--- config.mk ---
export PLATFORM = sky130hd
export DESIGN_NAME = exc_cause_select
export DESIGN_NICKNAME = d
export VERILOG_FILES = /design/src/rtl/exc_sel_pkg.sv /design/src/rtl/exc_mask_unit.sv /design/src/rtl/exc_prio_pick.sv /design/src/rtl/exc_cause_enc.sv /design/src/rtl/exc_cause_select.sv
export SDC_FILE = /design/constraint.sdc
export NUM_CORES = 1
export LEC_CHECK = 0
export ABC_CLOCK_PERIOD_IN_PS = 2000
export BUFFER_PORTS_ARGS = -buffer_cell sky130_fd_sc_hd__buf_4
export CORE_AREA = 3 3 40 42
export DETAILED_ROUTE_END_ITERATION = 7
export DIE_AREA = 0 0 43 45
export PLACE_DENSITY = 0.83
export SYNTH_ARGS = -nofsm -noshare
export SYNTH_HDL_FRONTEND = slang
export SYNTH_SLANG_ARGS = --single-unit
--- constraint.sdc ---
create_clock -name vclk -period 2
set_input_delay 0.3 -clock vclk [all_inputs]
set_output_delay 0.3 -clock vclk [all_outputs]
set_load 0.01 [all_outputs]
--- src/rtl/exc_sel_pkg.sv ---
package exc_sel_pkg;

    localparam int VEC_W      = 24;
    localparam int CAUSE_W    = 5;
    localparam int NUM_RANKED = 19;

    // Positions that carry an architected cause.
    localparam logic [VEC_W-1:0] DEFINED_MASK = 24'hF0BFFF;
    // Causes detected before the instruction leaves decode.
    localparam logic [VEC_W-1:0] FRONT_MASK   = 24'h501007;

    typedef enum logic {
        SEL_ALL   = 1'b0,
        SEL_FRONT = 1'b1
    } sel_mode_e;

    // Rank 0 is the highest priority; returns the cause number at that rank.
    function automatic int rank_to_cause(input int rank);
        int c;
        unique case (rank)
            0:  c = 3;
            1:  c = 12;
            2:  c = 20;
            3:  c = 1;
            4:  c = 2;
            5:  c = 22;
            6:  c = 0;
            7:  c = 11;
            8:  c = 9;
            9:  c = 10;
            10: c = 8;
            11: c = 6;
            12: c = 4;
            13: c = 15;
            14: c = 13;
            15: c = 23;
            16: c = 21;
            17: c = 7;
            default: c = 5;
        endcase
        return c;
    endfunction

endpackage

--- src/rtl/exc_mask_unit.sv ---
module exc_mask_unit
    import exc_sel_pkg::*;
#(
    parameter int W = VEC_W
) (
    input  logic [W-1:0] flags_in,
    input  sel_mode_e    mode,
    output logic [W-1:0] flags_out
);

    localparam logic [W-1:0] ALL_M   = W'(DEFINED_MASK);
    localparam logic [W-1:0] FRONT_M = W'(FRONT_MASK);

    logic [W-1:0] keep;

    always_comb begin
        unique case (mode)
            SEL_FRONT: keep = FRONT_M;
            default:   keep = ALL_M;
        endcase
    end

    assign flags_out = flags_in & keep;

endmodule

--- src/rtl/exc_prio_pick.sv ---
module exc_prio_pick
    import exc_sel_pkg::*;
#(
    parameter int W      = VEC_W,
    parameter int RANKED = NUM_RANKED
) (
    input  logic [W-1:0] req,
    output logic [W-1:0] grant
);

    logic [RANKED:0]   seen;
    logic [RANKED-1:0] win_at_rank;

    assign seen[0] = 1'b0;

    for (genvar k = 0; k < RANKED; k++) begin : g_rank
        localparam int C = rank_to_cause(k);
        assign win_at_rank[k] = req[C] & ~seen[k];
        assign seen[k+1]      = seen[k] | req[C];
    end

    always_comb begin
        grant = '0;
        for (int k = 0; k < RANKED; k++) begin
            grant[rank_to_cause(k)] = grant[rank_to_cause(k)] | win_at_rank[k];
        end
    end

endmodule

--- src/rtl/exc_cause_enc.sv ---
module exc_cause_enc #(
    parameter int W  = 24,
    parameter int CW = 5
) (
    input  logic [W-1:0]  onehot,
    output logic [CW-1:0] code
);

    always_comb begin
        code = '0;
        for (int i = 0; i < W; i++) begin
            if (onehot[i]) code = code | CW'(i);
        end
    end

endmodule

--- src/rtl/exc_cause_select.sv ---
module exc_cause_select
    import exc_sel_pkg::*;
#(
    parameter int W  = VEC_W,
    parameter int CW = CAUSE_W
) (
    input  logic [W-1:0]  exc_flags,
    input  logic          front_only,
    output logic          exc_valid,
    output logic [CW-1:0] exc_cause,
    output logic [W-1:0]  exc_masked
);

    sel_mode_e    mode;
    logic [W-1:0] filtered;
    logic [W-1:0] grant;

    assign mode = front_only ? SEL_FRONT : SEL_ALL;

    exc_mask_unit #(.W(W)) u_mask (
        .flags_in  (exc_flags),
        .mode      (mode),
        .flags_out (filtered)
    );

    exc_prio_pick #(.W(W), .RANKED(NUM_RANKED)) u_pick (
        .req   (filtered),
        .grant (grant)
    );

    exc_cause_enc #(.W(W), .CW(CW)) u_enc (
        .onehot (grant),
        .code   (exc_cause)
    );

    assign exc_valid  = |filtered;
    assign exc_masked = filtered;

endmodule

==> metrics.cfg <==
[detailed_routing]
wl_per_cell_um=12.7
ant_nets=0
first_iter_violations=13
vias=628
first_pass_iters=4
drc=0
vias_per_cell=5.15
wirelength_um=1550

[critical_path]
crit_fanout=4
crit_path_start_kind=input pin
cp.required_ns=1.70
worstSetupEndpointType=output pin
cp.arrival_ns=1.62
crit_type=input pin to output pin

[floorplanning]
die_h_um=45
initial_core_util=0.349
core_area_um2=1280
rows=13
dieWidth_um=43
design.die.area_um2=1940
io_pins=55

[placed_design]
gp_congestion=0.815
io_buffers=45
dp_hpwl_um=1290

[sta]
fin_crit_ns=1.92
setup_tns_ns=0
hold_violations=0
maxSlewViolCount=0
rsz0062_at_grt=no
max_freq_mhz=520
finalSetupViolCount=0
period_share=0.961
fin_hold_ws_ns=0.791

[cells_and_area]
syn_to_final_growth_pct=67.3
ff_latch_area_um2=0
antennaDiodeCount=0
clock_buffers=0
final_layout_size_suffix_gt1_frac=0.514
nets=134
n_sequential_cell=0

[synthesis]
synth_top_family_by_area=simple AND/OR/NAND/NOR gates
syn-mean-instance-area_um2=6.49
synth-seq-area-share=0
ys_top_cells_by_area=buf_4 (18%), nor2b_1 (14%), or4_4 (5.0%), nor3_1 (4.5%), nor2_1 (4.2%)
synth_area_um2=448
synth_top_cell_by_area=buf_4
synth_cell_types=33
synth_top_area_share=0.184
yosysMostFrequentCell=buf_4
ys_warn_count=0
synthTopCellsByCount=buf_4 (11), nor2b_1 (10), nor2_1 (5)
synth_mux_area_frac=0
synthAdderAreaFrac=0
synthSimpleGateAreaFrac=0.497
synth_compound_area_frac=0.265
synth_xor_area_frac=0
synthCells=69

[grt]
grt_max_degree=18
grt_pass1_wl_um=2300
antenna_found_initial=0
gr-total-overflow=0
track_usage=0.142
grt_pass1_vias=588

[worst_hold_path]
hold_path_class=input pin to output pin
holdPathStages=2
min_from=exc_flags[0]
hold_end=exc_masked[0]

[run_status]
status=finished clean

[power]
vdd_drop_max_v=0.000111
power_density_nw_per_um2=205
power.leakage_nw=0.357

[clock_network]
hold_buffers=0

[run]
drv_cap=0

==> power by group <==
group | leakage (nW) | internal (mW) | switching [mW] | total (mW)
Combinational | 0.357 | 0.0802 | 0.0737 | 0.154
Clock | 0 | 0 | 0 | 0
Sequential | 0 | 0 | 0 | 0
Total | 0.357 | 0.0802 | 0.0737 | 0.154
==> cell usage in the layout, fill, tap and decap left out, drive strengths merged, types with 3 or more instances in the layout <==
cell type	synthesis	final
a21oi	3	3
buf	12	47
conb	1	5
inv	3	3
nand2	3	3
nor2	6	6
nor2b	11	11
nor3	4	4
==> layer usage <==
metal,track usage,vias to the layer above,part of all wire
li1,-,310,-
met1,0.148,284,0.37
met2,0.311,34,0.53
met3,0.0159,0,0.10
met4,0.00602,0,0
met5,0,-,0
==> logic make-up after synthesis <==
kind of cell    Yosys count
simple gates             36
compound gates           16
buf+inv                  16
other cells               1
==> critical path: stages <==
cell	delay, ns
buf_4	0.12
or4_4	0.56
nor2_4	0.15
nand2_2	0.07
o311ai_2	0.24
buf_4	0.16
==> through the flow <==
stage | worst slack (ns) | util | std cells | instance area, um^2 | power [mW]
final | 0.0785 | 0.583 | 122 | 749 | 0.154
after global routing | 0.00544 | 0.583 | 122 | 749 | 0.168
after CTS | 0.0756 | 0.578 | 122 | 743 | 0.153
after detailed placement | 0.0803 | 0.578 | 122 | 743 | 0.152
after global placement | 0.0876 | 0.578 | 122 | 743 | 0.149
after floorplan | 0.307 | - | 73 | 463 | 0.0761
==> worst max path at each step <==
stage | cells after the start | slack, ns | from | end
finish | 6 | 0.08 | exc_flags[11] | exc_cause[1]
global route | 6 | 0.005 | exc_flags[11] | exc_cause[4]
CTS | 6 | 0.08 | exc_flags[11] | exc_cause[1]
detailed placement | 6 | 0.08 | exc_flags[11] | exc_cause[1]
global placement | 6 | 0.09 | exc_flags[11] | exc_cause[1]
floorplan | 4 | 0.31 | exc_flags[11] | exc_cause[3]
==> cell type report <==
cell class                      instances  area (um^2)
Tap cell                               15         18.8
Fill cell                             123          536
Inverter                                3         11.3
Multi-Input combinational cell         57          367
Timing Repair Buffer                   47          353
==> what timing repair did <==
item	in CTS	in global routing
setup buffers	0	0
gates resized for setup	0	1
setup endpoints to repair	0	2
Note: power is estimated with default switching activity, not from simulation.
